$ cat src/rtl/sio_irq_pkg.sv
package sio_irq_pkg;
  localparam int NFLAG  = 6;
  localparam int F_TXE  = 0;
  localparam int F_TEND = 1;
  localparam int F_RXF  = 2;
  localparam int F_OVR  = 3;
  localparam int F_PER  = 4;
  localparam int F_FER  = 5;
  localparam logic [NFLAG-1:0] FLAG_RST = 6'b000011;

  typedef enum logic [2:0] {
    SRC_NONE = 3'd0,
    SRC_RERR = 3'd1,
    SRC_RXF  = 3'd2,
    SRC_TXE  = 3'd3,
    SRC_TEND = 3'd4
  } src_e;
endpackage

$ cat src/rtl/sio_rst_sync.sv
module sio_rst_sync #(
  parameter int STAGES = 2
) (
  input  logic clk,
  input  logic arst_n,
  output logic srst_n
);
  logic [STAGES-1:0] sync_q;
  logic [STAGES-1:0] sync_d;

  always_comb sync_d = {sync_q[STAGES-2:0], 1'b1};

  always_ff @(posedge clk or negedge arst_n) begin
    if (!arst_n) sync_q <= '0;
    else         sync_q <= sync_d;
  end

  assign srst_n = sync_q[STAGES-1];
endmodule

$ cat src/rtl/sio_flag_cell.sv
module sio_flag_cell #(
  parameter logic RST_VAL = 1'b0
) (
  input  logic clk,
  input  logic rst_n,
  input  logic set_i,
  input  logic swclr_i,
  input  logic hwclr_i,
  input  logic rd_i,
  output logic flag_o
);
  logic flag_q, flag_d;
  logic armed_q, armed_d;
  logic upd;

  // next state: set beats any clear; software clear needs an earlier read
  always_comb begin
    upd    = set_i | swclr_i | hwclr_i | rd_i;
    flag_d = flag_q;
    if (set_i)                              flag_d = 1'b1;
    else if ((swclr_i && armed_q) || hwclr_i) flag_d = 1'b0;
    armed_d = armed_q;
    if (!flag_d)                armed_d = 1'b0;
    else if (rd_i && flag_q)    armed_d = 1'b1;
  end

  always_ff @(posedge clk or negedge rst_n) begin
    if (!rst_n) begin
      flag_q  <= RST_VAL;
      armed_q <= 1'b0;
    end else if (upd) begin
      flag_q  <= flag_d;
      armed_q <= armed_d;
    end
  end

  assign flag_o = flag_q;

  assert_set_wins_R9: assert property (@(posedge clk) disable iff (!rst_n)
    set_i |=> flag_q);

  assert_clr_needs_read_R8: assert property (@(posedge clk) disable iff (!rst_n)
    (swclr_i && !armed_q && !set_i && !hwclr_i) |=> (flag_q == $past(flag_q)));

  assert_armed_only_when_set_R8: assert property (@(posedge clk) disable iff (!rst_n)
    armed_q |-> flag_q);
endmodule

$ cat src/rtl/sio_flag_events.sv
module sio_flag_events
  import sio_irq_pkg::*;
(
  input  logic             ev_txe_i,
  input  logic             ev_tend_i,
  input  logic             ev_rxf_i,
  input  logic             ev_par_i,
  input  logic             ev_frm_i,
  input  logic             ack_tx_i,
  input  logic             ack_rx_i,
  input  logic             wr_i,
  input  logic [NFLAG-1:0] wr_data_i,
  input  logic [NFLAG-1:0] flags_i,
  output logic [NFLAG-1:0] set_o,
  output logic [NFLAG-1:0] swclr_o,
  output logic [NFLAG-1:0] hwclr_o
);
  logic err_any;

  always_comb begin
    err_any        = flags_i[F_OVR] | flags_i[F_PER] | flags_i[F_FER];
    set_o          = '0;
    set_o[F_TXE]   = ev_txe_i;
    set_o[F_TEND]  = ev_tend_i;
    set_o[F_RXF]   = ev_rxf_i & ~err_any;
    set_o[F_OVR]   = ev_rxf_i & flags_i[F_RXF];
    set_o[F_PER]   = ev_par_i;
    set_o[F_FER]   = ev_frm_i;
    swclr_o        = {NFLAG{wr_i}} & ~wr_data_i;
    hwclr_o        = '0;
    hwclr_o[F_TXE] = ack_tx_i;
    hwclr_o[F_RXF] = ack_rx_i;
  end
endmodule

$ cat src/rtl/sio_req_arb.sv
module sio_req_arb
  import sio_irq_pkg::*;
(
  input  logic             clk,
  input  logic             rst_n,
  input  logic [NFLAG-1:0] flags_i,
  input  logic             en_txe_i,
  input  logic             en_tend_i,
  input  logic             en_rx_i,
  output logic             irq_txe_o,
  output logic             irq_tend_o,
  output logic             irq_rxf_o,
  output logic             irq_rerr_o,
  output logic             xfer_tx_o,
  output logic             xfer_rx_o,
  output logic [2:0]       src_o
);
  src_e src;

  always_comb begin
    irq_txe_o  = flags_i[F_TXE]  & en_txe_i;
    irq_tend_o = flags_i[F_TEND] & en_tend_i;
    irq_rxf_o  = flags_i[F_RXF]  & en_rx_i;
    irq_rerr_o = (flags_i[F_OVR] | flags_i[F_PER] | flags_i[F_FER]) & en_rx_i;
    xfer_tx_o  = irq_txe_o;
    xfer_rx_o  = irq_rxf_o;
    if (irq_rerr_o)      src = SRC_RERR;
    else if (irq_rxf_o)  src = SRC_RXF;
    else if (irq_txe_o)  src = SRC_TXE;
    else if (irq_tend_o) src = SRC_TEND;
    else                 src = SRC_NONE;
  end

  assign src_o = src;

  assert_txe_first_R12: assert property (@(posedge clk) disable iff (!rst_n)
    irq_txe_o |-> (src_o != SRC_TEND));

  assert_src_valid_R12: assert property (@(posedge clk) disable iff (!rst_n)
    (src_o == SRC_NONE) |-> !(irq_txe_o || irq_tend_o || irq_rxf_o || irq_rerr_o));

  assert_no_xfer_err_R6: assert property (@(posedge clk) disable iff (!rst_n)
    (irq_rerr_o && !flags_i[F_RXF]) |-> !xfer_rx_o);
endmodule

$ cat src/rtl/sio_irq_ctrl.sv
module sio_irq_ctrl
  import sio_irq_pkg::*;
#(
  parameter int SYNC_STAGES = 2
) (
  input  logic             clk,
  input  logic             rst_n,
  input  logic             ev_txe_i,
  input  logic             ev_tend_i,
  input  logic             ev_rxf_i,
  input  logic             ev_par_i,
  input  logic             ev_frm_i,
  input  logic             en_txe_i,
  input  logic             en_tend_i,
  input  logic             en_rx_i,
  input  logic             rd_i,
  input  logic             wr_i,
  input  logic [NFLAG-1:0] wr_data_i,
  input  logic             xfer_ack_tx_i,
  input  logic             xfer_ack_rx_i,
  output logic [NFLAG-1:0] status_o,
  output logic             irq_txe_o,
  output logic             irq_tend_o,
  output logic             irq_rxf_o,
  output logic             irq_rerr_o,
  output logic             xfer_tx_o,
  output logic             xfer_rx_o,
  output logic [2:0]       src_o
);
  logic             rst_s_n;
  logic [NFLAG-1:0] flags;
  logic [NFLAG-1:0] set_v, swclr_v, hwclr_v;

  sio_rst_sync #(.STAGES(SYNC_STAGES)) u_rst (
    .clk(clk), .arst_n(rst_n), .srst_n(rst_s_n)
  );

  sio_flag_events u_ev (
    .ev_txe_i(ev_txe_i), .ev_tend_i(ev_tend_i), .ev_rxf_i(ev_rxf_i),
    .ev_par_i(ev_par_i), .ev_frm_i(ev_frm_i),
    .ack_tx_i(xfer_ack_tx_i), .ack_rx_i(xfer_ack_rx_i),
    .wr_i(wr_i), .wr_data_i(wr_data_i), .flags_i(flags),
    .set_o(set_v), .swclr_o(swclr_v), .hwclr_o(hwclr_v)
  );

  for (genvar g = 0; g < NFLAG; g++) begin : g_flag
    sio_flag_cell #(.RST_VAL(FLAG_RST[g])) u_cell (
      .clk(clk), .rst_n(rst_s_n),
      .set_i(set_v[g]), .swclr_i(swclr_v[g]), .hwclr_i(hwclr_v[g]),
      .rd_i(rd_i), .flag_o(flags[g])
    );
  end

  sio_req_arb u_arb (
    .clk(clk), .rst_n(rst_s_n), .flags_i(flags),
    .en_txe_i(en_txe_i), .en_tend_i(en_tend_i), .en_rx_i(en_rx_i),
    .irq_txe_o(irq_txe_o), .irq_tend_o(irq_tend_o),
    .irq_rxf_o(irq_rxf_o), .irq_rerr_o(irq_rerr_o),
    .xfer_tx_o(xfer_tx_o), .xfer_rx_o(xfer_rx_o), .src_o(src_o)
  );

  assign status_o = flags;

  assert_ack_clr_tx_R7: assert property (@(posedge clk) disable iff (!rst_s_n)
    (xfer_ack_tx_i && !ev_txe_i) |=> !status_o[F_TXE]);

  assert_ack_clr_rx_R7: assert property (@(posedge clk) disable iff (!rst_s_n)
    (xfer_ack_rx_i && !ev_rxf_i) |=> !status_o[F_RXF]);

  assert_overrun_R11: assert property (@(posedge clk) disable iff (!rst_s_n)
    (ev_rxf_i && status_o[F_RXF]) |=> status_o[F_OVR]);

  assert_rx_blocked_R10: assert property (@(posedge clk) disable iff (!rst_s_n)
    ((|status_o[F_FER:F_OVR]) && ev_rxf_i && !status_o[F_RXF]) |=> !status_o[F_RXF]);
endmodule

$ cat config.mk
export PLATFORM = sky130hd
export DESIGN_NAME = sio_irq_ctrl
export DESIGN_NICKNAME = d
export VERILOG_FILES = /design/src/rtl/sio_irq_pkg.sv /design/src/rtl/sio_rst_sync.sv /design/src/rtl/sio_flag_cell.sv /design/src/rtl/sio_flag_events.sv /design/src/rtl/sio_req_arb.sv /design/src/rtl/sio_irq_ctrl.sv
export SDC_FILE = /design/constraint.sdc
export NUM_CORES = 1
export LEC_CHECK = 0
export ABC_AREA = 1
export BUFFER_PORTS_ARGS = -buffer_cell sky130_fd_sc_hd__buf_2
export CAP_MARGIN = 25
export CORE_MARGIN = 8
export CORE_UTILIZATION = 36
export DETAILED_ROUTE_END_ITERATION = 10
export PLACE_DENSITY = 0.73
export SKIP_LAST_GASP = 1
export SYNTH_ARGS = -nofsm -noshare
export SYNTH_HDL_FRONTEND = slang
export SYNTH_SLANG_ARGS = --single-unit
$ cat constraint.sdc
create_clock -name clk -period 1.9 [get_ports clk]
set_input_delay 0.095 -clock clk [delete_from_list [all_inputs] [get_ports clk]]
set_output_delay 0.095 -clock clk [all_outputs]
set_load 0.05 [all_outputs]
Word level (Yosys, flattened, before mapping)
Index checks and enable logic that the tools add are counted.
{"block": "op_classes", "n_eq_ne": 6, "bitwise_logic": 25, "reduce_logical": 20, "muxes": 28}
{"cell": "1-bit 2-to-1 mux", "count": 24}
{"cell": "1-bit bitwise OR", "count": 16}
{"cell": "1-bit logical AND", "count": 12}
{"cell": "3-bit 2-to-1 mux", "count": 4}
{"cell": "2-bit inequality test, second input constant", "count": 6}
{"cell": "2-bit AND reduction", "count": 6}
{"cell": "1-bit bitwise AND", "count": 6}
{"cell": "6-bit bitwise AND", "count": 1}
{"cell": "6-bit inverter", "count": 1}
{"cell": "1-bit logical OR", "count": 2}
{"cell": "1-bit inverter", "count": 1}
{"block": "word_totals", "reg_bits": 14, "output_inout_bits": 15}

Depth between registers and ports, before layout
{"block": "logic_depth", "ltp_word": 8, "mapped_depth": 6, "ltp_nobuf": 6}

By module
Synthesis repeated with hierarchy kept, for this count alone.
{"block": "hier_totals", "cells_unflattened": 133, "hier_area_um2": 969.7}
{"module": "sio_flag_cell at g_flag[2].u_cell ...", "cells_each": 14, "n_inst": 4, "area_per_inst_um2": 113.9}
{"module": "sio_flag_cell at g_flag[0].u_cell ...", "cells_each": 14, "n_inst": 2, "area_per_inst_um2": 115.1}
{"module": "sio_flag_events", "cells_each": 26, "n_inst": 1, "area_per_inst_um2": 135.1}
{"module": "sio_req_arb", "cells_each": 20, "n_inst": 1, "area_per_inst_um2": 95.1}
{"module": "sio_rst_sync", "cells_each": 3, "n_inst": 1, "area_per_inst_um2": 53.8}

Least setup slack after synthesis
OpenSTA, ideal clock, no wires.
{"block": "synth_timing", "kind": "reg2out", "start": "register g_flag[1].u_cell.flag_q", "end": "output src_o[2]", "arrival_ns": 1.696, "stages_incl_launch_ff": 5, "slack_ns": 0.109, "path_buffers": 0, "required_time_ns": 1.805, "path_cell_list": "dfstp_2 nand2_1 inv_1 nand3_1 nor2_1"}
{"block": "synth_via", "elab_chain_len": 5}
{"item": "start, declared", "line": "sio_flag_cell.sv:12", "text": "logic flag_q, flag_d;"}
{"item": "start signal, assigned", "line": "sio_flag_cell.sv:32", "text": "flag_q <= flag_d;"}
{"item": "1-bit bitwise AND", "line": "sio_req_arb.sv:22", "text": "irq_tend_o = flags_i[F_TEND] & en_tend_i;"}
{"item": "named net irq_tend_o", "line": "sio_irq_ctrl.sv:23", "text": "output logic irq_tend_o,"}
{"item": "3-bit 2-to-1 mux", "line": "sio_req_arb.sv:30", "text": "else if (irq_tend_o) src = SRC_TEND;"}
{"item": "3-bit 2-to-1 mux", "line": "sio_req_arb.sv:29", "text": "else if (irq_txe_o) src = SRC_TXE;"}
{"item": "3-bit 2-to-1 mux", "line": "sio_req_arb.sv:28", "text": "else if (irq_rxf_o) src = SRC_RXF;"}
{"item": "3-bit 2-to-1 mux", "line": "sio_req_arb.sv:27", "text": "if (irq_rerr_o) src = SRC_RERR;"}
{"item": "end, declared", "line": "sio_irq_ctrl.sv:28", "text": "output logic [2:0] src_o"}
The timed path passes the listed nets, and every way through them passes these cells.

Final worst setup path
{"block": "layout_timing", "start": "register g_flag[1].u_cell.flag_q", "end": "output src_o[2]"}
{"block": "layout_via", "elab_chain_len": 5}
{"item": "1-bit bitwise AND", "line": "sio_req_arb.sv:22"}
{"item": "3-bit 2-to-1 mux", "line": "sio_req_arb.sv:30"}
{"item": "3-bit 2-to-1 mux", "line": "sio_req_arb.sv:29"}
{"item": "3-bit 2-to-1 mux", "line": "sio_req_arb.sv:28"}
{"item": "3-bit 2-to-1 mux", "line": "sio_req_arb.sv:27"}
No other way between the ends.

==> impl_metrics.py <==
metrics = {
    "run_status": {
        "outcome": "finished clean",
    },
    "setup_path": {
        "worstPathCellList": "nand2_1 > inv_1 > nand3_1 > nor2_1 > buf_2",
        "crit_path_end_kind": "primary output",
        "critical_path_class": "reg2out",
        "cp_slowest_cell": "dfstp_2",
        "startpoint": "g_flag[1].u_cell.flag_o$_DFFE_PN1P_",
        "start_kind": "flop",
        "worstPathRequired_ps": 1800,
        "r2r_start": "g_flag[0].u_cell.flag_o$_DFFE_PN1P_",
        "arrival_ps": 1400,
        "crit_path_max_incr_delay_ps": 560,
        "cp_max_fo": 4,
    },
    "timing": {
        "skew_ps": 3.015,
        "hold_viol_final": 0,
        "setup_viol": 0,
        "rsz0062_at_grt": "no",
        "fmax_mhz": 669.2,
        "tns_ps": 0,
        "maxSlewViolCount": 0,
        "fin_crit_sh": 0.7864,
        "layout_min_cycle_time_ps": 1494,
    },
    "route": {
        "drt_first_pass_iters": 4,
        "detail_route.iter0.violations": 38,
        "wirelength_mm": 1.887,
        "routed_via_density": 4.537,
        "drc": 0,
        "wl_per_cell_um": 11.65,
        "ant_nets": 0,
        "vias": 735,
    },
    "clocking": {
        "clk_pin_slew_ps": 90,
        "numCtsBuffers": 3,
        "clockRootBuffer": "clkbuf_4",
        "clk_path_buf_depth": 2,
        "clkLatencyLatePin_ps": 280,
        "cts_tree": "built",
        "cts_num_sinks": 14,
        "cts_max_level": 1,
        "cts_resized": 0,
    },
    "synth": {
        "ys_types": 18,
        "ys_ff_latch": 14,
        "synth_area_um2": 795.8,
        "synthSimpleGateAreaFrac": 0.2704,
        "synthMuxAreaShare": 0,
        "synth_xor_area_frac": 0,
        "synthTopCellsByArea": "dfrtp_1 38%, nand2_1 12%, inv_1 8.5%",
        "yosysTopAreaCellShare": 0.3774,
        "synth_top_family_by_area": "simple AND/OR/NAND/NOR gates",
        "synth.largest_area_cell": "dfrtp_1",
        "synth_nets": 124,
        "yosysSeqAreaShare": 0.4434,
        "avgSynthCellArea_um2": 7.652,
        "synth_fa_ha_area_frac": 0,
        "synth_warnings": 0,
        "synthCells": 104,
        "synth_compound_area_frac": 0.1022,
    },
    "final_layout": {
        "fin_cells": 162,
        "drive_gt1_frac": 0.3582,
        "antenna_cells": 0,
        "nNetsFinal": 155,
        "nFillCells": 233,
        "areaGrowthSynthToFinish_pct": 22.64,
    },
    "die": {
        "die_w_um": 63.02,
        "rows": 17,
        "num_io_pins": 35,
        "die_y_um": 63.02,
        "coreArea_um2": 2148,
        "dieArea_um2": 3971,
        "initial_core_util": 0.3704,
    },
    "global_route": {
        "gr-total-overflow": 0,
        "grt_max_degree": 13,
        "grt_pass1_wl_mm": 3.256,
        "grt_usage": 0.09838,
        "grt_pass1_vias": 782,
        "antenna_found_initial": 0,
    },
    "placed_design": {
        "hpwl_mm": 1.551,
        "portBuffers": 34,
        "place_inst": 157,
        "place.gp.congestion": 0.7892,
    },
    "pwr": {
        "cellPowerDensity_nw_per_um2": 858.6,
        "leakage_nw": 0.5697,
        "peakVddDrop_uv": 476.1,
    },
    "hold_path": {
        "min_from": "ev_tend_i",
        "hp-class": "in2reg",
    },
    "job": {
        "maxCapViolations": 0,
    },
}
==> critical path, delay by kind of cell, from the launching register on <==
family        cells  cell delay, ps
buf+inv           2             340
simple gates      3             210
flops             1             560
==> metrics by stage <==
step / area, um2 / setup WS [ps] / utilization / hold WS [ps] / total power, mW
CTS: 975.9 / 399.5 / 0.4543 / 8.326 / 0.8484
floorplan: 795.8 / 109.0 / - / -200.6 / 0.5829
global route: 975.9 / 292.6 / 0.4543 / 9.979 / 0.8893
detailed placement: 929.6 / 723.3 / 0.4327 / -113.8 / 0.6281
finish: 975.9 / 405.8 / 0.4543 / 11.28 / 0.8379
global placement: 929.6 / 760.6 / 0.4327 / -119.4 / 0.6204
==> logic make-up after synthesis <==
family / count (synthesis)
flip-flops: 14
buffers and inverters: 28
AO/OA/AOI/OAI: 13
AND/OR/NAND/NOR: 48
other: 1
==> cells in the mapped netlist <==
cell type and number:
buf_6 1, inv_2 1, nand3_1 12, nand2_2 2
dfstp_2 2, nand3_2 2, nand2_1 26, a21boi_2 1
inv_1 18, conb_1 1, a21oi_1 8, buf_4 8
dfrtp_1 12, a31oi_1 1, a21o_2 1, nor2_1 5
o21bai_1 2, nor2_2 1
==> final timing paths <==
| kind | endpoint | slack [ps] | cells past startpoint |
|---|---|---|---|
| max | src_o[2] | 410 | 5 |
| min | g_flag[1].u_cell.flag_o$_DFFE_PN1P_ | 10 | 3 |
| max reg2reg | g_flag[0].u_cell.armed_q$_DFFE_PN0P_ | 900 | 6 |
| min reg2reg | g_flag[1].u_cell.armed_q$_DFFE_PN0P_ | 200 | 0 |
| max in group asynchronous | g_flag[1].u_cell.flag_o$_DFFE_PN1P_ | 1360 | 0 |
| min in group asynchronous | u_rst.sync_q[0]$_DFF_PN0_ | 120 | 2 |
==> flip-flops by register name (all words and copies together), names as in the netlist <==
name	flops
g_flag.u_cell.armed_q	6
g_flag.u_cell.flag_o	6
u_rst.sync_q	2
==> layout by cell type (no fill, tap or decap), drive strengths merged <==
cell,Yosys,final
buf,9,34
nand2,28,28
inv,19,19
nand3,14,14
dfrtp,12,12
a21oi,8,8
nor2,6,6
clkbuf,0,4
o21bai,2,2
dfstp,2,2
a21boi,1,1
a21o,1,1
a31oi,1,1
dlygate4sd3,0,1
conb,1,1
==> final cells by class <==
class | count | area, um2 | share of cell area
Inverter | 19 | 71.32 | 0.07308
Multi-Input combinational cell | 62 | 300.3 | 0.3077
Sequential cell | 14 | 352.8 | 0.3615
Timing Repair Buffer | 35 | 180.2 | 0.1846
Tap cell | 28 | 35.03 | 0.03590
Clock buffer | 4 | 36.28 | 0.03718
==> what timing repair did <==
item,CTS,global route
buffers inserted,0,0
endpoints found under the hold margin,2,0
hold buffers,1,0
setup endpoints to repair,0,0
==> routing by layer <==
layer	part of all wire	GRT usage	wire (um)
met1	0.39	0.09459	734
met2	0.51	0.1703	953
met3	0.093	0.04480	175
met4	0.013	0.05413	25
met5	0	0	0
==> report_power, final <==
part / internal, mW / switching [mW]
logic: 0.0719 / 0.182
registers: 0.338 / 0.0308
clock network: 0.117 / 0.0985
(Power assumes the default switching activity.)
